File: src/rtl/cct_pkg.sv
package cct_pkg;

  localparam int NUM_CH = 2;

  localparam int A_CTLA = 0;
  localparam int A_CTLB = 1;
  localparam int A_IEN  = 2;
  localparam int A_STAT = 3;
  localparam int A_CNT  = 4;
  localparam int A_CAP1 = 5;
  localparam int A_CAP2 = 6;
  localparam int A_CMP1 = 7;
  localparam int A_CMP2 = 8;

  localparam logic [7:0] CTLA_STORE_MASK = 8'hE7;

  typedef struct packed {
    logic cap_grp;
    logic cmp_grp;
    logic ovf_ie;
    logic frc2;
    logic frc1;
    logic lvl2;
    logic cap1_rise;
    logic lvl1;
  } ctla_t;

  typedef struct packed {
    logic cap2_rise;
    logic one_pulse;
    logic pwm;
    logic cmp2_en;
    logic cmp1_en;
  } ctlb_t;

  typedef struct packed {
    logic cmp2_ie;
    logic cmp1_ie;
    logic cap2_ie;
    logic cap1_ie;
  } ien_t;

  typedef struct packed {
    logic ovf;
    logic cmp2;
    logic cmp1;
    logic cap2;
    logic cap1;
  } flags_t;

  typedef enum logic [1:0] {
    MODE_NORMAL = 2'd0,
    MODE_PWM    = 2'd1,
    MODE_PULSE  = 2'd2
  } mode_e;

endpackage

File: src/rtl/cct_counter.sv
module cct_counter #(
  parameter int CNT_W = 16
) (
  input  logic             clk,
  input  logic             rst,
  input  logic             restart,
  output logic [CNT_W-1:0] cnt,
  output logic             wrap
);
  localparam logic [CNT_W-1:0] CNT_TOP = '1;

  always_ff @(posedge clk) begin
    if (rst)          cnt <= '0;
    else if (restart) cnt <= '0;
    else              cnt <= cnt + 1'b1;
  end

  assign wrap = (cnt == CNT_TOP) && !restart;
endmodule

File: src/rtl/cct_capture_ch.sv
module cct_capture_ch #(
  parameter int CNT_W       = 16,
  parameter int SYNC_STAGES = 2
) (
  input  logic             clk,
  input  logic             rst,
  input  logic             pin,
  input  logic             rise_sel,
  input  logic [CNT_W-1:0] cnt,
  output logic             hit,
  output logic [CNT_W-1:0] cap_val
);
  localparam int MSB = SYNC_STAGES - 1;

  logic [SYNC_STAGES-1:0] sync_q;
  logic                   prev_q;
  logic                   cur;

  always_ff @(posedge clk) begin
    if (rst) begin
      sync_q <= '0;
      prev_q <= 1'b0;
    end else begin
      sync_q <= {sync_q[MSB-1:0], pin};
      prev_q <= sync_q[MSB];
    end
  end

  assign cur = sync_q[MSB];
  assign hit = (cur != prev_q) && (cur == rise_sel);

  always_ff @(posedge clk) begin
    if (rst)      cap_val <= '0;
    else if (hit) cap_val <= cnt;
  end
endmodule

File: src/rtl/cct_drive.sv
module cct_drive
  import cct_pkg::*;
(
  input  logic  clk,
  input  logic  rst,
  input  mode_e mode,
  input  logic  lvl1,
  input  logic  lvl2,
  input  logic  cmp1_en,
  input  logic  cmp2_en,
  input  logic  frc1,
  input  logic  frc2,
  input  logic  frc_lvl1,
  input  logic  frc_lvl2,
  input  logic  match1,
  input  logic  match2,
  input  logic  trig,
  output logic  pin1,
  output logic  pin2
);
  always_ff @(posedge clk) begin
    if (rst) begin
      pin1 <= 1'b0;
    end else if (frc1) begin
      pin1 <= frc_lvl1;
    end else begin
      case (mode)
        MODE_PWM: begin
          if (match2)      pin1 <= ~lvl2;
          else if (match1) pin1 <= lvl2;
        end
        MODE_PULSE: begin
          if (trig)        pin1 <= lvl2;
          else if (match1) pin1 <= ~lvl2;
        end
        default: begin
          if (match1 && cmp1_en) pin1 <= lvl1;
        end
      endcase
    end
  end

  always_ff @(posedge clk) begin
    if (rst)                     pin2 <= 1'b0;
    else if (frc2)               pin2 <= frc_lvl2;
    else if (match2 && cmp2_en)  pin2 <= lvl2;
  end
endmodule

File: src/rtl/cct_regs.sv
module cct_regs
  import cct_pkg::*;
#(
  parameter int CNT_W  = 16,
  parameter int ADDR_W = 4
) (
  input  logic                         clk,
  input  logic                         rst,
  input  logic                         rd_en,
  input  logic                         wr_en,
  input  logic [ADDR_W-1:0]            addr,
  input  logic [CNT_W-1:0]             wr_data,
  input  logic [CNT_W-1:0]             cnt,
  input  logic [NUM_CH-1:0][CNT_W-1:0] cap_val,
  input  flags_t                       set_f,
  output ctla_t                        ctla,
  output ctlb_t                        ctlb,
  output ien_t                         ien,
  output flags_t                       flags,
  output logic [CNT_W-1:0]             cmp1_val,
  output logic [CNT_W-1:0]             cmp2_val,
  output logic                         frc1,
  output logic                         frc2,
  output logic                         frc_lvl1,
  output logic                         frc_lvl2,
  output logic [CNT_W-1:0]             rd_data,
  output logic                         irq
);
  localparam int CTLB_W = $bits(ctlb_t);
  localparam int IEN_W  = $bits(ien_t);
  localparam int FLG_W  = $bits(flags_t);

  ctla_t            wa;
  logic             wr_a, wr_b, wr_i, wr_s, wr_c1, wr_c2;
  flags_t           clr_f;
  logic [CNT_W-1:0] rd_next;
  logic             cap_req, cmp_req, ovf_req;

  assign wa    = ctla_t'(wr_data[7:0]);
  assign wr_a  = wr_en && (addr == ADDR_W'(A_CTLA));
  assign wr_b  = wr_en && (addr == ADDR_W'(A_CTLB));
  assign wr_i  = wr_en && (addr == ADDR_W'(A_IEN));
  assign wr_s  = wr_en && (addr == ADDR_W'(A_STAT));
  assign wr_c1 = wr_en && (addr == ADDR_W'(A_CMP1));
  assign wr_c2 = wr_en && (addr == ADDR_W'(A_CMP2));

  assign frc1     = wr_a && wa.frc1;
  assign frc2     = wr_a && wa.frc2;
  assign frc_lvl1 = wa.lvl1;
  assign frc_lvl2 = wa.lvl2;

  assign clr_f = wr_s ? flags_t'(wr_data[FLG_W-1:0]) : '0;

  always_ff @(posedge clk) begin
    if (rst) begin
      ctla     <= '0;
      ctlb     <= '0;
      ien      <= '0;
      cmp1_val <= '0;
      cmp2_val <= '0;
    end else begin
      if (wr_a)  ctla     <= ctla_t'(wr_data[7:0] & CTLA_STORE_MASK);
      if (wr_b)  ctlb     <= ctlb_t'(wr_data[CTLB_W-1:0]);
      if (wr_i)  ien      <= ien_t'(wr_data[IEN_W-1:0]);
      if (wr_c1) cmp1_val <= wr_data;
      if (wr_c2) cmp2_val <= wr_data;
    end
  end

  // hardware set wins over a simultaneous write-one clear
  always_ff @(posedge clk) begin
    if (rst) flags <= '0;
    else     flags <= (flags & ~clr_f) | set_f;
  end

  always_comb begin
    cap_req = ctla.cap_grp ? (flags.cap1 | flags.cap2)
                           : ((flags.cap1 & ien.cap1_ie) | (flags.cap2 & ien.cap2_ie));
    cmp_req = ctla.cmp_grp ? (flags.cmp1 | flags.cmp2)
                           : ((flags.cmp1 & ien.cmp1_ie) | (flags.cmp2 & ien.cmp2_ie));
    ovf_req = ctla.ovf_ie & flags.ovf;
  end

  always_ff @(posedge clk) begin
    if (rst) irq <= 1'b0;
    else     irq <= cap_req | cmp_req | ovf_req;
  end

  always_comb begin
    rd_next = '0;
    case (addr)
      ADDR_W'(A_CTLA): rd_next[7:0]        = ctla;
      ADDR_W'(A_CTLB): rd_next[CTLB_W-1:0] = ctlb;
      ADDR_W'(A_IEN):  rd_next[IEN_W-1:0]  = ien;
      ADDR_W'(A_STAT): rd_next[FLG_W-1:0]  = flags;
      ADDR_W'(A_CNT):  rd_next             = cnt;
      ADDR_W'(A_CAP1): rd_next             = cap_val[0];
      ADDR_W'(A_CAP2): rd_next             = cap_val[1];
      ADDR_W'(A_CMP1): rd_next             = cmp1_val;
      ADDR_W'(A_CMP2): rd_next             = cmp2_val;
      default:         rd_next             = '0;
    endcase
  end

  always_ff @(posedge clk) begin
    if (rst)        rd_data <= '0;
    else if (rd_en) rd_data <= rd_next;
  end
endmodule

File: src/rtl/cc_timer.sv
module cc_timer
  import cct_pkg::*;
#(
  parameter int CNT_W       = 16,
  parameter int ADDR_W      = 4,
  parameter int SYNC_STAGES = 2
) (
  input  logic              clk,
  input  logic              rst,
  input  logic              rd_en,
  input  logic              wr_en,
  input  logic [ADDR_W-1:0] addr,
  input  logic [CNT_W-1:0]  wr_data,
  output logic [CNT_W-1:0]  rd_data,
  input  logic              cap1_in,
  input  logic              cap2_in,
  output logic              cmp1_out,
  output logic              cmp2_out,
  output logic              irq
);
  logic [CNT_W-1:0]             cnt;
  logic                         wrap;
  logic                         restart;
  logic [NUM_CH-1:0]            cap_pin, cap_rise, cap_hit;
  logic [NUM_CH-1:0][CNT_W-1:0] cap_val;
  ctla_t                        ctla;
  ctlb_t                        ctlb;
  ien_t                         ien;
  flags_t                       flags, set_f;
  logic [CNT_W-1:0]             cmp1_val, cmp2_val;
  logic                         frc1, frc2, frc_lvl1, frc_lvl2;
  logic                         match1, match2;
  logic                         pwm_on;
  mode_e                        mode;

  always_comb begin
    if (ctlb.pwm)            mode = MODE_PWM;
    else if (ctlb.one_pulse) mode = MODE_PULSE;
    else                     mode = MODE_NORMAL;
  end

  assign pwm_on  = (mode == MODE_PWM);
  assign match1  = (cnt == cmp1_val);
  assign match2  = (cnt == cmp2_val);
  assign restart = (pwm_on && match2) || ((mode == MODE_PULSE) && cap_hit[0]);

  cct_counter #(.CNT_W(CNT_W)) u_cnt (
    .clk     (clk),
    .rst     (rst),
    .restart (restart),
    .cnt     (cnt),
    .wrap    (wrap)
  );

  assign cap_pin  = {cap2_in, cap1_in};
  assign cap_rise = {ctlb.cap2_rise, ctla.cap1_rise};

  for (genvar g = 0; g < NUM_CH; g++) begin : g_cap
    cct_capture_ch #(.CNT_W(CNT_W), .SYNC_STAGES(SYNC_STAGES)) u_ch (
      .clk      (clk),
      .rst      (rst),
      .pin      (cap_pin[g]),
      .rise_sel (cap_rise[g]),
      .cnt      (cnt),
      .hit      (cap_hit[g]),
      .cap_val  (cap_val[g])
    );
  end

  always_comb begin
    set_f      = '0;
    set_f.cap1 = cap_hit[0];
    set_f.cap2 = cap_hit[1];
    set_f.cmp1 = match1;
    set_f.cmp2 = match2;
    set_f.ovf  = wrap;
  end

  cct_regs #(.CNT_W(CNT_W), .ADDR_W(ADDR_W)) u_regs (
    .clk      (clk),
    .rst      (rst),
    .rd_en    (rd_en),
    .wr_en    (wr_en),
    .addr     (addr),
    .wr_data  (wr_data),
    .cnt      (cnt),
    .cap_val  (cap_val),
    .set_f    (set_f),
    .ctla     (ctla),
    .ctlb     (ctlb),
    .ien      (ien),
    .flags    (flags),
    .cmp1_val (cmp1_val),
    .cmp2_val (cmp2_val),
    .frc1     (frc1),
    .frc2     (frc2),
    .frc_lvl1 (frc_lvl1),
    .frc_lvl2 (frc_lvl2),
    .rd_data  (rd_data),
    .irq      (irq)
  );

  cct_drive u_drive (
    .clk      (clk),
    .rst      (rst),
    .mode     (mode),
    .lvl1     (ctla.lvl1),
    .lvl2     (ctla.lvl2),
    .cmp1_en  (ctlb.cmp1_en),
    .cmp2_en  (ctlb.cmp2_en),
    .frc1     (frc1),
    .frc2     (frc2),
    .frc_lvl1 (frc_lvl1),
    .frc_lvl2 (frc_lvl2),
    .match1   (match1),
    .match2   (match2),
    .trig     (cap_hit[0]),
    .pin1     (cmp1_out),
    .pin2     (cmp2_out)
  );
endmodule

File: config.mk
export PLATFORM = sky130hd
export DESIGN_NAME = cc_timer
export DESIGN_NICKNAME = d
export VERILOG_FILES = /design/src/rtl/cct_pkg.sv /design/src/rtl/cct_counter.sv /design/src/rtl/cct_capture_ch.sv /design/src/rtl/cct_drive.sv /design/src/rtl/cct_regs.sv /design/src/rtl/cc_timer.sv
export SDC_FILE = /design/constraint.sdc
export NUM_CORES = 1
export LEC_CHECK = 0
export BUFFER_PORTS_ARGS = -buffer_cell sky130_fd_sc_hd__clkbuf_2
export CAP_MARGIN = 20
export CORE_MARGIN = 5
export CORE_UTILIZATION = 57
export CTS_CLUSTER_SIZE = 30
export DETAILED_ROUTE_END_ITERATION = 6
export GPL_ROUTABILITY_DRIVEN = 0
export PLACE_DENSITY = 0.74
export SYNTH_ARGS = -nofsm -noshare
export SYNTH_HDL_FRONTEND = slang
export SYNTH_SLANG_ARGS = --single-unit
export TNS_END_PERCENT = 20
File: constraint.sdc
create_clock -name clk -period 3 [get_ports clk]
set_input_delay 0.15 -clock clk [delete_from_list [all_inputs] [get_ports clk]]
set_output_delay 0.15 -clock clk [all_outputs]
set_load 0.03 [all_outputs]
==> out/metrics.yaml, run 1 <==
status: "finished, final reports clean"
via_per_inst: 5.954
nFillCells: 762
tightestPinTransition_ns: 0.7389
rows: 36
drt-pass1-iter-count: 7
path_clk_slew_ns: 0.06
placed_area_sq_mm: 0.005876
cts_made_buffers: 17
tritoncts: "yes"
io_buffers: 44
dieArea_sq_mm: 0.01211
cap_violations: 0
wl_per_cell_um: 18.41
synthArstFlopShare_pct: 0
yosys.area.top_type: "dfxtp_1"
drive_gt1_share_pct: 14.12
r2r-end: "u_cnt.cnt[11]"
fmax_mhz: 457.9
num_vias: 4966
cts-htree-levels: 4
syn_area_sq_mm: 0.005707
finalSetupViolCount: 0
ff2ff_setup_slack_ns: 0.82
grt_antenna_before_repair: 0
hold_violations: 0
cp-start-kind: "flip-flop"
ys_ff_latch: 125
arrival_ns: 2.57
critPathRequiredTime_ns: 3.39
end_kind: "flip-flop"
overflow: 0
final_cells: 834
synth_top_area_share_pct: 43.85
insertion_delay_ns: 0.52
rsz0062_at_grt: "no"
ios: 45
track_usage_pct: 27.14
initial_core_util_pct: 58.38
ir_drop_mv: 0.3879
syn-num-nets: 681
synth_area_leaders: "dfxtp_1, mux2i_1, nor2_1, nand2_1, a21oi_1"
synth_ff_type: "dfxtp_1"
pre_cts_slack_ns: 0.7353
dp_hpwl_um: 10530
synth_area_per_cell_sq_um: 8.726
ys.warnings.count: 0
setup_ws_ns: 0.8162
diodes: 0
worstSetupPathType: "reg -> reg"
yosysSeqAreaShare_pct: 43.85
place_inst: 785
post_cts_resized: 0
design_area_sq_mm: 0.006725
syn2layout_area_growth_pct: 17.85
drt_iter0_drc: 583
core_sq_mm: 0.009774
synth_cell_types: 55
die_w_um: 110.1
period_needed_ns: 2.184
nNetsFinal: 716
post-route-util_pct: 68.80
clock_skew_ns: 0.01130
grt_pass1_vias: 4726
synthesis.instances: 654
slew_viol_final: 0
grt_max_degree: 61
crit_path_max_fanout: 15
reg2reg_from: "u_cnt.cnt[5]"
worstHoldEndpoint: "u_regs.rd_data[4]"
synth-edff-count: 0
relSlewSlack_pct: 50.74
reg2regPathDepth: 6
setup_tns_ns: 0
die_h_um: 110.1
ant_nets: 0
fin_crit_sh_pct: 72.79
powerDensity_mw_per_mm2: 633.0
min-delay-start: "rd_en"
cts_buffer_depth: 2
cts_sinks: 125
holdPathStages: 2
finalWirelength_um: 15350
ctsRootBufferMaster: "clkbuf_8"
grt_pass1_wl_um: 24710
power_leakage_uw: 0.002529
drc: 0
hold_path.class: "in -> reg"
per-layer routing:
layer	wire, um	vias up	GRT usage, %
li1	-	2334	-
met1	6508	2309	37.50
met2	6842	293	40.29
met3	1664	30	6.872
met4	334	0	11.40
met5	0	-	0
metrics by stage:
| step | power (uW) | hold WS, ns |
|---|---|---|
| final | 4257 | 0.08532 |
| after detailed placement | 1973 | 0.3699 |
| after floorplan | 1900 | 0.2782 |
| after global placement | 1967 | 0.3663 |
| after CTS | 4287 | 0.05674 |
| after global routing | 4387 | 0.08337 |
flip-flops by register name (all words and copies together), names as in the netlist:
signal              cells
u_cnt.cnt              16
u_regs.ctlb             5
u_regs.rd_data         16
u_regs.irq              1
g_cap.u_ch.prev_q       2
u_regs.ctla             6
g_cap.u_ch.cap_val     32
u_regs.ien              4
g_cap.u_ch.sync_q       4
u_regs.cmp2_val        16
u_regs.cmp1_val        16
u_drive.pin2            1
u_regs.flags            5
u_drive.pin1            1
where the power goes:
part | total [uW] | switching (uW) | internal [uW] | leakage [uW]
clock network | 2300 | 716 | 1580 | 0.000324
logic | 246 | 154 | 92.2 | 0.00119
registers | 1720 | 29.1 | 1690 | 0.00101
total | 4260 | 898 | 3360 | 0.00253
Yosys cell counts, types with 10 or more instances:
cell type,number
buf_2,26
nor2_1,93
nand2_1,89
xnor2_1,34
xor2_1,10
a21oi_1,64
a22oi_1,16
clkbuf_1,19
mux2i_1,46
dfxtp_1,125
nand4_1,11
cells by family (layout without fill, tap and decap cells):
family,Yosys count,count (layout),synth area share [%]
AO/OA/AOI/OAI,127,127,14.49
XOR/XNOR,48,48,7.893
adder cells (fa/ha/maj),1,1,0.2192
buffers and inverters,59,106,5.371
flip-flops,125,125,43.85
multiplexers,49,49,8.858
AND/OR/NAND/NOR,245,245,19.32
worst max-delay path, cell delays in order, from the launching register on:
cell	delay, ns
dfxtp_1	0.54
xnor2_1	0.18
nand4_1	0.18
nor4_4	0.57
a21oi_2	0.19
nand2_2	0.29
nor2_1	0.10
how the worst max path moves through the flow:
stage                             start                   to  slack (ns)  depth (start not counted)
after global placement          addr[2]  u_regs.cmp1_val[10]        0.81                          6
after CTS                  u_cnt.cnt[5]        u_cnt.cnt[11]        0.85                          6
after global routing      u_cnt.cnt[10]        u_cnt.cnt[14]        0.70                          6
after detailed placement        addr[2]  u_regs.cmp1_val[14]        0.74                          6
final                      u_cnt.cnt[5]        u_cnt.cnt[11]        0.82                          6
after floorplan            u_cnt.cnt[1]      u_regs.flags[4]        1.30                          7
final cells by class:
type | count | area (sq um) | share of cell area (%)
multi-input combinational | 470 | 2905 | 43.20
sequential | 125 | 2502 | 37.21
timing repair buffer | 70 | 462.9 | 6.884
clock buffer | 21 | 459.2 | 6.828
clock inverter | 10 | 210.2 | 3.126
tap | 133 | 166.4 | 2.474
inverter | 5 | 18.77 | 0.2791
cell usage in the layout, fill, tap and decap left out, drive strengths merged, types with 3 or more instances in the layout:
master / n
clkbuf: 64
a221oi: 7
bufinv: 6
nand2b: 4
and2: 3
nor3b: 3
nor2b: 9
and3: 7
a21oi: 65
xor2: 10
mux2i: 46
a41oi: 4
nand3: 7
xnor2: 38
a222oi: 8
buf: 9
nor2: 94
o21ai: 8
nor3: 8
dlygate4sd3: 18
inv: 5
a32oi: 3
a22oi: 16
a311oi: 6
clkinv: 3
nand4: 12
nand2: 90
dfxtp: 125
timing repair:
action                    4_1_cts  5_1_grt
buffers inserted                0        0
hold buffers                   18        0
hold endpoints to repair       44        0
No activity file was read; power rests on OpenSTA's default activity.
==> inputs of run 2 (changes only) <==
Clock period 3 ns to 2.2 ns, I/O delays scaled along.
==> out/metrics.yaml, run 2 (synthesis results as in run 1) <==
design_area_sq_mm: 0.006828
overflow: 0
tightestPinTransition_ns: 0.6697
initial_core_util_pct: 58.38
drt_iter0_drc: 596
rows: 36
diodes: 0
ant_nets: 0
syn2layout_area_growth_pct: 19.64
largest_reg_flops: 32
powerDensity_mw_per_mm2: 807.0
track_usage_pct: 29.31
crit_path_max_fanout: 15
pre_cts_slack_ns: 0.1653
holdPathStages: 3
end_kind: "flip-flop"
internal_power_uw: 4199
period_needed_ns: 2.084
p_switching_uw: 1312
reg2regPathDepth: 6
comb_power_share_pct: 6.7
die_w_um: 110.1
arrival_ns: 2.48
finalSetupViolCount: 0
grt_antenna_before_repair: 0
fmax_mhz: 479.9
p_sw_share_pct: 23.80
ios: 45
cts_sinks: 125
cts_made_buffers: 17
cp-start-kind: "flip-flop"
power_leakage_uw: 0.002597
setup_tns_ns: 0
hold_path.class: "in -> reg"
rsz0062_at_grt: "no"
tritoncts: "yes"
clock_skew_ns: 0.005257
core_sq_mm: 0.009774
path_clk_slew_ns: 0.06
fin_crit_sh_pct: 94.72
via_per_inst: 6.057
place_inst: 803
num_vias: 5191
grt_pass1_vias: 5009
die_h_um: 110.1
relSlewSlack_pct: 55.35
nNetsFinal: 738
critPathRequiredTime_ns: 2.60
ff2ff_setup_slack_ns: 0.12
worstHoldEndpoint: "u_drive.pin2"
min-delay-start: "wr_en"
wl_per_cell_um: 19.42
grt_pass1_wl_um: 26650
grt_max_degree: 52
insertion_delay_ns: 0.52
cts-htree-levels: 4
cap_violations: 0
status: "finished, final reports clean"
regMostFlops: "g_cap.u_ch.cap_val"
worstSetupPathType: "reg -> reg"
drt-pass1-iter-count: 7
ir_drop_mv: 0.4605
pwr-share-clk_pct: 50.8
mostFrequentLayoutCell: "dfxtp_1"
final_cells: 857
slew_viol_final: 0
hold_violations: 0
reg2reg_from: "u_cnt.cnt[3]"
io_buffers: 44
setup_ws_ns: 0.1162
r2r-end: "u_cnt.cnt[9]"
dp_hpwl_um: 11250
dieArea_sq_mm: 0.01211
ctsRootBufferMaster: "clkbuf_8"
cts_buffer_depth: 2
drive_gt1_share_pct: 16.44
drc: 0
placed_area_sq_mm: 0.006011
postCtsSetupBuffers: 0
most-common-layout-cells: "dfxtp_1, nor2_1, nand2_1"
finalWirelength_um: 16640
power_frac_seq_pct: 42.5
[run 2: cell count changes in the layout (fill, tap and decap cells not counted)]
cell,before,now
buf_4,9,27
bufinv_16,6,3
clkbuf_1,1,0
clkbuf_8,4,2
clkinv_2,1,3
clkinvlp_4,1,5
dlygate4sd3_1,18,22
inv_6,0,1
[run 2: layout make-up]
cell class                      count  area [sq um]
Fill cell                         775          2947
Multi-Input combinational cell    470          2905
Sequential cell                   125          2502
Clock buffer                       18         427.9
Timing Repair Buffer               92         638.1
Inverter                            5         18.77
Tap cell                          133         166.4
Clock inverter                     14         168.9
[run 2: power groups by stage]
stage                     combinational (uW)  clock, uW  sequential [uW]
after global routing                     394       2920             2340
after detailed placement                 329          0             2390
after global placement                   323          0             2380
after CTS                                362       2810             2340
final                                    372       2800             2340
after floorplan                          211          0             2380
[run 2: timing repair]
| action | 4_1_cts | 5_1_grt |
|---|---|---|
| resized for setup | 0 | 0 |
| hold endpoints to repair | 65 | 0 |
| hold buffers | 22 | 0 |
[run 2: critical path, stage by stage (launching register included)]
cell     delay, ns
dfxtp_1       0.49
xnor2_1       0.18
nand4_1       0.17
nor4_4        0.53
a21oi_2       0.16
nand2_2       0.31
nor2_1        0.11
[run 2: stage by stage]
stage                     total power, uW  hold WS (ns)  util [%]
after floorplan                      2591        0.2382         -
after global placement               2708        0.3245     61.50
after detailed placement             2716        0.3268     61.50
after CTS                            5507       0.04107     69.85
after global routing                 5656       0.06044     69.85
final                                5510       0.05520     69.85
[run 2: worst max path at each step]
| stage | from | endpoint | slack (ns) | cells after the start |
|---|---|---|---|---|
| CTS | u_cnt.cnt[10] | u_cnt.cnt[9] | 0.17 | 6 |
| floorplan | u_cnt.cnt[1] | u_regs.flags[4] | 0.50 | 7 |
| detailed placement | addr[2] | u_regs.rd_data[5] | 0.17 | 8 |
| finish | u_cnt.cnt[3] | u_cnt.cnt[9] | 0.12 | 6 |
| global route | u_cnt.cnt[3] | u_cnt.cnt[9] | 0.02 | 6 |
| global placement | addr[2] | u_regs.cmp2_val[4] | 0.26 | 6 |
[run 2: per-layer routing]
metal | up-vias | routed length (um) | global-route usage, %
met4 | 0 | 544 | 12.38
met3 | 61 | 1877 | 8.853
met5 | - | 0 | 0
met2 | 304 | 7355 | 43.37
met1 | 2439 | 6867 | 39.69
li1 | 2387 | - | -
==> inputs of run 3 (changes only) <==
Settings changed: CORE_UTILIZATION 57 to 56, GPL_TIMING_DRIVEN set to 0, PLACE_DENSITY 0.74 to 0.73.
==> out/metrics.yaml, run 3 (synthesis results as in run 1) <==
syn2layout_area_growth_pct: 20.50
grt_pass1_wl_um: 27170
holdWs_ns: 0.1734
rows: 36
clock_skew_ns: 0.006558
ir_drop_mv: 0.6249
power_leakage_uw: 0.002638
ant_nets: 0
crit_path_max_fanout: 10
rsz0062_at_grt: "no"
most-common-layout-cells: "dfxtp_1, nor2_1, nand2_1"
die_w_um: 111.0
initial_core_util_pct: 57.85
tightestPinTransition_ns: 0.8164
status: "finished, final reports clean"
io_buffers: 41
grt_max_degree: 17
finalSetupViolCount: 0
drc: 0
dieArea_sq_mm: 0.01231
finalWirelength_um: 17050
ctsRootBufferMaster: "clkbuf_8"
grt_antenna_before_repair: 0
cp-start-kind: "flip-flop"
wl_per_cell_um: 19.38
powerDensity_mw_per_mm2: 807.0
setup_tns_ns: 0
worstSetupPathType: "reg -> reg"
path_clk_slew_ns: 0.06
hold_path.class: "in -> reg"
insertion_delay_ns: 0.52
drt-pass1-iter-count: 7
drive_gt1_share_pct: 16.47
cts_buffer_depth: 2
cap_violations: 0
regMostFlops: "g_cap.u_ch.cap_val"
mostFrequentLayoutCell: "dfxtp_1"
dp_hpwl_um: 12000
relSlewSlack_pct: 45.21
critPathRequiredTime_ns: 2.58
largest_reg_flops: 32
num_vias: 5303
nNetsFinal: 762
arrival_ns: 2.44
cts_sinks: 125
post_cts_resized: 0
hold_violations: 0
track_usage_pct: 27.83
end_kind: "flip-flop"
ios: 45
cts-htree-levels: 4
via_per_inst: 6.026
drt_iter0_drc: 571
cts_made_buffers: 17
diodes: 0
grt_pass1_vias: 5185
overflow: 0
die_h_um: 111.0
period_needed_ns: 2.056
fin_crit_sh_pct: 93.46
fmax_mhz: 486.4
tritoncts: "yes"
slew_viol_final: 0
core_sq_mm: 0.009864
-- run 3: changes by cell type in the layout (fill, tap and decap cells not counted), sizes merged --
cell	previous run	this run
buf	27	37
clkbuf	61	78
clkinv	5	3
clkinvlp	5	4
dlygate4sd3	22	19
inv	6	8
-- run 3: cell type report --
class / instances / area, sq um
clock buffer: 18 / 427.9
tap: 133 / 166.4
fill: 770 / 2988
buffer: 54 / 287.8
timing repair buffer: 62 / 410.4
clock inverter: 13 / 165.2
inverter: 5 / 18.77
multi-input combinational: 470 / 2898
sequential: 125 / 2502
-- run 3: final timing paths --
kind	slack [ns]	from	to	depth (start not counted)
setup / recovery	0.14	g_cap[1].u_ch.sync_q[1]	g_cap[1].u_ch.cap_val[11]	6
setup reg to reg	0.14	g_cap[1].u_ch.sync_q[1]	g_cap[1].u_ch.cap_val[11]	6
hold reg to reg	0.45	g_cap[1].u_ch.sync_q[0]	g_cap[1].u_ch.sync_q[1]	1
hold / removal	0.17	wr_en	u_drive.pin2	3
-- run 3: metal layers --
| metal | up-vias | GRT usage (%) | wire length, um |
|---|---|---|---|
| met4 | 0 | 11.58 | 474 |
| li1 | 2436 | - | - |
| met2 | 307 | 43.20 | 7841 |
| met3 | 55 | 7.205 | 1717 |
| met5 | - | 0 | 0 |
| met1 | 2505 | 36.80 | 7021 |
-- run 3: per-stage QoR --
| stage | worst slack [ns] | util (%) | power (uW) | std cells | cell area (sq um) |
|---|---|---|---|---|---|
| 6_report | 0.1440 | 69.71 | 5550 | 880 | 6877 |
| 2_1_floorplan | 0.5000 | - | 2591 | 654 | 5707 |
| 3_5_place_dp | 0.1007 | 61.62 | 2720 | 828 | 6078 |
| 4_1_cts | 0.05927 | 69.56 | 5521 | 878 | 6862 |
| 3_3_place_gp | 0.1054 | 61.62 | 2710 | 828 | 6078 |
| 5_1_grt | 0.009043 | 69.71 | 5688 | 880 | 6877 |
-- run 3: power by group --
| part | internal, uW | switching, uW | total, uW |
|---|---|---|---|
| logic | 147 | 244 | 391 |
| registers | 2300 | 32.0 | 2330 |
| clock network | 1760 | 1070 | 2830 |
-- run 3: what timing repair did --
action,in CTS,in global routing
setup endpoints to repair,0,11
setup buffers,0,2
hold endpoints to repair,50,0
hold buffers,19,0
-- run 3: critical path, stage by stage (launching register included) --
cell      delay (ns)
dfxtp_1         0.32
nand2b_1        0.13
o21ai_0         0.40
buf_2           0.34
buf_2           0.39
mux2i_1         0.26
nor2_1          0.07
